### src/rtl/rxst_pkg.sv
package rxst_pkg;

    localparam int ST_W = 9;

    typedef enum logic [1:0] {
        S_IDLE  = 2'd0,
        S_FIRST = 2'd1,
        S_CHAIN = 2'd2
    } rx_state_t;

    typedef enum logic [1:0] {
        EV_NONE   = 2'd0,
        EV_SWITCH = 2'd1,
        EV_END    = 2'd2,
        EV_OVF    = 2'd3
    } wb_kind_t;

    typedef struct packed {
        logic err;
        logic fram;
        logic oflo;
        logic crc;
        logic stp;
        logic enp;
        logic pam;
        logic lafm;
        logic bam;
    } rx_status_t;

endpackage

### src/rtl/rxst_fsm.sv
module rxst_fsm
    import rxst_pkg::*;
(
    input  logic      clk,
    input  logic      rst_n,
    input  logic      sof,
    input  logic      bufsw,
    input  logic      eof,
    input  logic      ovf,
    output rx_state_t state,
    output wb_kind_t  kind
);

    rx_state_t nxt;

    always_ff @(posedge clk) begin
        if (!rst_n) state <= S_IDLE;
        else        state <= nxt;
    end

    always_comb begin
        nxt  = state;
        kind = EV_NONE;
        if (sof) begin
            nxt = S_FIRST;                     // START
        end else begin
            unique case (state)
                S_IDLE: nxt = S_IDLE;
                S_FIRST, S_CHAIN: begin
                    if (ovf) begin
                        kind = EV_OVF;         // ABORT
                        nxt  = S_IDLE;
                    end else if (eof) begin
                        kind = EV_END;         // FINISH
                        nxt  = S_IDLE;
                    end else if (bufsw) begin
                        kind = EV_SWITCH;      // SWITCH
                        nxt  = S_CHAIN;
                    end
                end
                default: nxt = S_IDLE;
            endcase
        end
    end

    AST_SOF_OPENS: assert property (@(posedge clk) disable iff (!rst_n)
        sof |=> state == S_FIRST);
    AST_IDLE_STAYS: assert property (@(posedge clk) disable iff (!rst_n)
        (state == S_IDLE && !sof) |=> state == S_IDLE);

endmodule

### src/rtl/rxst_rxer_acc.sv
module rxst_rxer_acc (
    input  logic clk,
    input  logic rst_n,
    input  logic sof,
    input  logic in_frame,
    input  logic phy_rxer,
    output logic rxer_seen
);

    logic seen_q;

    always_ff @(posedge clk) begin
        if (!rst_n)                    seen_q <= 1'b0;
        else if (sof)                  seen_q <= phy_rxer;
        else if (in_frame && phy_rxer) seen_q <= 1'b1;
    end

    assign rxer_seen = seen_q | phy_rxer;

    AST_ACC_STICKY: assert property (@(posedge clk) disable iff (!rst_n)
        (seen_q && !sof) |=> seen_q);

endmodule

### src/rtl/rxst_word.sv
module rxst_word
    import rxst_pkg::*;
(
    input  wb_kind_t   kind,
    input  logic       first,
    input  logic       lookahead,
    input  logic       loopback,
    input  logic       bcast_hash_en,
    input  logic       dribble,
    input  logic       fcs_err,
    input  logic       rxer_seen,
    input  logic       phys_match,
    input  logic       hash_match,
    input  logic       bcast,
    output rx_status_t word
);

    always_comb begin
        word = '0;
        if (kind != EV_NONE) begin
            word.stp  = first & ~lookahead;
            word.enp  = (kind == EV_END);
            word.oflo = (kind == EV_OVF);
            if (kind == EV_END) begin
                word.crc  = fcs_err | rxer_seen;
                word.fram = dribble & fcs_err & ~loopback;
                word.pam  = phys_match;
                word.bam  = bcast;
                word.lafm = hash_match & (~bcast | bcast_hash_en);
            end
            word.err = word.fram | word.oflo | word.crc;
        end
    end

endmodule

### src/rtl/rx_desc_status.sv
module rx_desc_status
    import rxst_pkg::*;
(
    input  logic            clk,
    input  logic            rst_n,
    input  logic            sof_i,
    input  logic            bufsw_i,
    input  logic            eof_i,
    input  logic            ovf_i,
    input  logic            dribble_i,
    input  logic            fcs_err_i,
    input  logic            phy_rxer_i,
    input  logic            loopback_i,
    input  logic            lookahead_i,
    input  logic            bcast_hash_en_i,
    input  logic            phys_match_i,
    input  logic            hash_match_i,
    input  logic            bcast_i,
    output logic            wb_valid_o,
    output logic [ST_W-1:0] status_o
);

    rx_state_t  state;
    wb_kind_t   kind;
    logic       rxer_seen;
    rx_status_t word;
    rx_status_t st_q;

    rxst_fsm u_fsm (
        .clk   (clk),
        .rst_n (rst_n),
        .sof   (sof_i),
        .bufsw (bufsw_i),
        .eof   (eof_i),
        .ovf   (ovf_i),
        .state (state),
        .kind  (kind)
    );

    rxst_rxer_acc u_acc (
        .clk       (clk),
        .rst_n     (rst_n),
        .sof       (sof_i),
        .in_frame  (state != S_IDLE),
        .phy_rxer  (phy_rxer_i),
        .rxer_seen (rxer_seen)
    );

    rxst_word u_word (
        .kind          (kind),
        .first         (state == S_FIRST),
        .lookahead     (lookahead_i),
        .loopback      (loopback_i),
        .bcast_hash_en (bcast_hash_en_i),
        .dribble       (dribble_i),
        .fcs_err       (fcs_err_i),
        .rxer_seen     (rxer_seen),
        .phys_match    (phys_match_i),
        .hash_match    (hash_match_i),
        .bcast         (bcast_i),
        .word          (word)
    );

    always_ff @(posedge clk) begin
        if (!rst_n) begin
            wb_valid_o <= 1'b0;
            st_q       <= '0;
        end else begin
            wb_valid_o <= (kind != EV_NONE);
            st_q       <= word;
        end
    end

    assign status_o = st_q;

    AST_WB_NEEDS_FRAME: assert property (@(posedge clk) disable iff (!rst_n)
        wb_valid_o |-> $past(state != S_IDLE));
    AST_OFLO_NO_END: assert property (@(posedge clk) disable iff (!rst_n)
        (wb_valid_o && st_q.oflo) |-> (!st_q.enp && !st_q.fram && !st_q.crc));
    AST_MIDBUF_CLEAN: assert property (@(posedge clk) disable iff (!rst_n)
        (wb_valid_o && !st_q.enp) |-> (!st_q.fram && !st_q.crc));
    AST_MATCH_AT_END: assert property (@(posedge clk) disable iff (!rst_n)
        (wb_valid_o && !st_q.enp) |-> (!st_q.pam && !st_q.lafm && !st_q.bam));
    AST_ERR_SUMMARY: assert property (@(posedge clk) disable iff (!rst_n)
        wb_valid_o |-> (st_q.err == (st_q.fram | st_q.oflo | st_q.crc)));
    AST_LOOPBACK_NO_FRAM: assert property (@(posedge clk) disable iff (!rst_n)
        (wb_valid_o && $past(loopback_i)) |-> !st_q.fram);
    AST_LOOKAHEAD_NO_STP: assert property (@(posedge clk) disable iff (!rst_n)
        (wb_valid_o && $past(lookahead_i)) |-> !st_q.stp);
    AST_QUIET_WORD: assert property (@(posedge clk) disable iff (!rst_n)
        !wb_valid_o |-> (status_o == '0));

endmodule

### config.mk
export PLATFORM = sky130hd
export DESIGN_NAME = rx_desc_status
export DESIGN_NICKNAME = d
export VERILOG_FILES = /design/src/rtl/rxst_pkg.sv /design/src/rtl/rxst_fsm.sv /design/src/rtl/rxst_rxer_acc.sv /design/src/rtl/rxst_word.sv /design/src/rtl/rx_desc_status.sv
export SDC_FILE = /design/constraint.sdc
export NUM_CORES = 1
export LEC_CHECK = 0
export CORE_MARGIN = 3
export CORE_UTILIZATION = 35
export CTS_CLUSTER_SIZE = 16
export DETAILED_ROUTE_END_ITERATION = 6
export PLACE_DENSITY = 0.83
export RECOVER_POWER = 25
export SYNTH_ARGS = -nofsm -noshare
export SYNTH_HDL_FRONTEND = slang
export SYNTH_SLANG_ARGS = --single-unit
### constraint.sdc
create_clock -name clk -period 1.75 [get_ports clk]
set_input_delay 0.35 -clock clk [delete_from_list [all_inputs] [get_ports clk]]
set_output_delay 0.35 -clock clk [all_outputs]
set_load 0.01 [all_outputs]
# Word-level counts from Yosys, hierarchy flattened
# Cells that the tools add are included.
classes:
  n_eq_ne: 5
  n_mux: 16
  n_bitwise: 14
  n_reduce_logical: 8
ops:
  columns: ["cell", "n"]
  rows:
  - ["$mux W1", 12]
  - ["$mux W2", 4]
  - ["$eq A2 B2 Y1 const B", 3]
  - ["$reduce_bool A2 Y1", 3]
  - ["$ne A5 B5 Y1 const B", 1]
  - ["$not A1 Y1", 5]
  - ["$or A1 B1 Y1", 5]
  - ["$reduce_or A5 Y1", 1]
  - ["$and A1 B1 Y1", 4]
  - ["$reduce_and A3 Y1", 1]
  - ["$eq A2 B1 Y1 const B", 1]
  - ["$reduce_and A2 Y1", 1]
  - ["$reduce_or A2 Y1", 1]
  - ["$logic_and A1 B1 Y1", 1]
totals:
  register_bits: 13

# Depth between registers and ports, before layout
logic_depth:
  ltp_word: 10
  ltp_mapped: 5
  ltp_nobuf: 5

# Hierarchy
# A second synthesis with hierarchy kept.
hier_totals:
  hier_cells: 52
  hier_area_um2: 540.5
by_module_without_submodules:
  columns: ["module", "instances", "cells_each", "area_each_um2"]
  rows:
  - ["rx_desc_status", 1, 22, 276.5]
  - ["rxst_fsm", 1, 14, 130.1]
  - ["rxst_word", 1, 11, 88.8]
  - ["rxst_rxer_acc", 1, 5, 45.0]

# Worst setup path after synthesis
# OpenSTA, ideal clock, no wires.
synth_path:
  kind: "reg-to-reg"
  start: "reg u_fsm.state[0]"
  end: "reg st_q, in the netlist status_o[7]"
  setup_ns: 0.061
  t_arrival_ns: 1.222
  required_time_ns: 1.689
  slack_ns: 0.467
  path_stages_with_launch: 6
  synth_period_minus_slack_ns: 1.283
  cell_sequence: "dfxtp_1 > inv_1 > ha_1 > nand3b_4 > nor3b_4 > and4b_1"
synth_between:
  elab_chain_len: 7
  word_cells_on_any_way: 10
  cone_classes: "3 x eq/ne; 4 x mux; 3 x reduce/logical"
synth_lines:
  columns: ["element", "line", "text"]
  rows:
  - ["from (decl)", "rxst_fsm.sv:10", "output rx_state_t state,"]
  - ["from (signal assigned)", "rxst_fsm.sv:18", "else state <= nxt;"]
  - ["$eq A2 B2 Y1 or $eq A2 B1 Y1 (tied branches)", "rxst_fsm.sv:27", "unique case (state)"]
  - ["$reduce_or A2 Y1 (*)", "rxst_fsm.sv:27", null]
  - ["$mux W2 (*)", "rxst_fsm.sv:27", null]
  - ["$mux W2 (*)", "rxst_fsm.sv:24", "if (sof) begin"]
  - ["$eq A2 B2 Y1", "rxst_word.sv:24", "if (kind == EV_END) begin"]
  - ["$mux W1", "rxst_word.sv:24", null]
  - ["$mux W1", "rxst_word.sv:20", "if (kind != EV_NONE) begin"]
  - ["to (signal assigned)", "rx_desc_status.sv:70", "st_q <= word;"]
  - ["to (decl)", "rx_desc_status.sv:27", "rx_status_t st_q;"]
# Mark *: on every way between the ends. The rest lies on a longest branch, timed or not. The select of a mux whose other input is x is not followed.
# A chain may end at the register's enable or synchronous reset.

# Worst setup path in the final report
layout_path:
  start: "reg st_q, in the netlist status_o[0]"
  end: "out status_o[0]"
layout_lines:
  columns: ["element", "line", "text"]
  rows:
  - ["to (decl)", "rx_desc_status.sv:20", "output logic [ST_W-1:0] status_o"]
# No word-level cell between the ends.

==> impl_metrics.py <==
metrics = {
    "run_status": {
        "outcome": "completed",
    },
    "logic_synthesis": {
        "syn_inst": 41,
        "yosysWarnings": 0,
        "synthTopCellsByArea": "dfxtp_1 (56%), ha_1 (5.4%), nand3b_4 (4.3%)",
        "synth_flop_cell": "dfxtp_1",
        "synth_commonest_cells": "dfxtp_1 (13), inv_1 (4), nand2b_1 (3), nor2_1 (3)",
        "yosys.cell_types.count": 18,
        "yosysSeqAreaShare_pct": 56.37,
        "synth_area_um2": 461.7,
        "synth_top_area_share_pct": 56.37,
        "async_flop_share_pct": 0,
        "ys_ff_latch": 13,
        "synth_enable_flop_cells": 0,
        "syn_nets": 58,
        "synth_most_common_cell": "dfxtp_1",
        "syn_avg_cell_area_um2": 11.26,
        "yosysTopAreaCell": "dfxtp_1",
    },
    "layout": {
        "drive_gt1_share_pct": 8.696,
        "nFillCells": 106,
        "area_growth_pct": 61.79,
        "antenna_cells": 0,
        "nNetsFinal": 87,
        "postLayoutCellArea_um2": 747.0,
        "fin_cells": 83,
    },
    "floorplan": {
        "die_y_um": 42.32,
        "dieArea_um2": 1791,
        "io_pins": 25,
        "core_um2": 1171,
        "floorplan.initialDensity_pct": 39.42,
        "die_x_um": 42.32,
        "num_rows": 12,
    },
    "min_path": {
        "hold_class": "reg -> reg",
        "hp-start": "u_acc.seen_q",
        "hold_depth": 2,
        "hold-path-endpoint": "u_acc.seen_q",
    },
    "worst_setup_path": {
        "cp-start-kind": "register",
        "cp_max_fo": 1,
        "critPathMaxStageDelay_ns": 0.54,
        "critical_path_class": "reg -> out",
        "crit_slowest_cell": "clkdlybuf4s50_1",
        "critPathTopFamily": "buffers and inverters",
        "rr_worst_depth": 5,
        "reg2reg_from": "u_fsm.state[0]",
        "crit_path_cell_trace": "clkdlybuf4s50_1",
        "reg2reg_to": "status_o[7]",
        "r2r_setup_slack_ns": 0.33,
        "crit_buf_inv": 1,
        "worstPathArrival_ns": 1.14,
        "worstSetupEndpointType": "output port",
        "worstPathRequired_ns": 1.40,
    },
    "route": {
        "met3_length_um": 60,
        "drt-vias-per-instance": 4.530,
        "drt_pass1_iterations": 4,
        "met1Wirelength_um": 424,
        "wl_met2_um": 412,
        "topRoutingLayerUsed": "met4",
        "vias": 376,
        "post_drt_wl_per_cell_um": 10.96,
        "dr.first_iter.drc_count": 6,
        "route.detailed.drc": 0,
        "drtAntennaViolNets": 0,
        "wl_um": 910,
    },
    "timing": {
        "setup_viol": 0,
        "worst_slew_pin_slew_ns": 0.3150,
        "maxClockFrequency_ghz": 0.6715,
        "hold_violations": 0,
        "min_period_ns": 1.489,
        "finalSetupTns_ns": 0,
        "rsz0062_at_grt": "false",
        "fin_crit_sh_pct": 85.10,
        "slew_violations": 0,
        "fin_skew_ns": 0.006017,
        "relSlewSlack_pct": 78.84,
    },
    "place": {
        "placed_area_um2": 719.4,
        "dp.cells": 79,
        "place.gp.congestion": 0.6931,
        "numPortBuffers": 24,
        "detailed_place_hpwl_um": 738.6,
    },
    "clock_tree": {
        "root_buffer": "clkbuf_4",
        "cts_hold_buf": 0,
        "cts_tree": "built",
        "cts_resized": 0,
        "clkTransAtPathRegs_ns": 0.08,
        "clock_latency_ns": 0.27,
        "postCtsSetupRepairBufs": 0,
        "cts_buffers": 3,
        "cts_buffer_depth": 2,
        "cts_htree_levels": 1,
        "clock_sinks": 13,
    },
    "power": {
        "p_per_area_nw_per_um2": 734.9,
        "p_leak_nw": 0.3113,
        "power_w": 0.0005489,
        "vdd_drop_max_mv": 0.4453,
    },
    "run": {
        "maxCapViolations": 0,
    },
    "grt": {
        "grt_first_pass_wirelength_mm": 1.490,
        "antenna_found_initial": 0,
        "grt_pass1_vias": 329,
        "grt_max_degree": 9,
        "grt_usage_pct": 11.38,
        "grt-ovfl-total": 0,
    },
}
cell families (layout without fill, tap and decap cells):
kind of cell	count (synthesis)	in the layout	synth area share (%)
AOI/OAI and AO/OA	4	4	5.148
and+or+nand+nor	18	18	29.81
buffers and inverters	4	32	3.251
adders and majority gates	2	2	5.419
DFF	13	13	56.37
routing by layer:
| metal | track usage (%) | vias up |
|---|---|---|
| li1 | - | 196 |
| met1 | 13.37 | 163 |
| met2 | 17.02 | 15 |
| met3 | 4.292 | 2 |
| met4 | 7.453 | 0 |
| met5 | 0 | - |
final cells by class:
| type | instances | area (um^2) | area share [%] |
|---|---|---|---|
| clock buffers | 3 | 22.52 | 3.015 |
| flip-flops and latches | 13 | 260.3 | 34.84 |
| repair buffers | 24 | 240.2 | 32.16 |
| multi-input cells | 24 | 186.4 | 24.96 |
| well taps | 14 | 17.52 | 2.345 |
| clock inverters | 1 | 5.005 | 0.6700 |
| inverters | 4 | 15.01 | 2.010 |
stage by stage:
stage	utilization (%)	worst slack, ns	hold WS [ns]
after floorplan	-	0.4665	0.4267
after global placement	61.43	0.1731	0.4700
after detailed placement	61.43	0.1593	0.4798
after CTS	63.78	0.2539	0.4931
after global routing	63.78	0.2214	0.5349
final	63.78	0.2608	0.4908
power breakdown:
part	switching, W	internal, W
clock network	0.0000974	0.0000845
registers	0.00000239	0.000301
logic	0.0000213	0.0000423
total	0.000121	0.000428
state kept, by name, summed over array words and instances (netlist names):
signal,count
status_o,9
u_acc.seen_q,1
u_fsm.state,2
wb_valid_o,1
worst max path at each step:
stage                   start     endpoint  depth (start not counted)
2_1_floorplan  u_fsm.state[0]  status_o[7]                          5
3_3_place_gp            rst_n  status_o[7]                          4
3_5_place_dp            sof_i  status_o[7]                          4
4_1_cts           status_o[0]  status_o[0]                          1
5_1_grt           status_o[6]  status_o[6]                          1
6_report          status_o[0]  status_o[0]                          1
cell usage in the layout (no fill, tap or decap), drive strengths merged, types with 2 or more instances in the layout:
cell type and count:
clkbuf 3, and2 2, nor3 2, nor2 3, dfxtp 13, ha 2
inv 4, nor4b 2, nand2b 3, clkdlybuf4s50 23
Power figures use the tool's default switching activity.
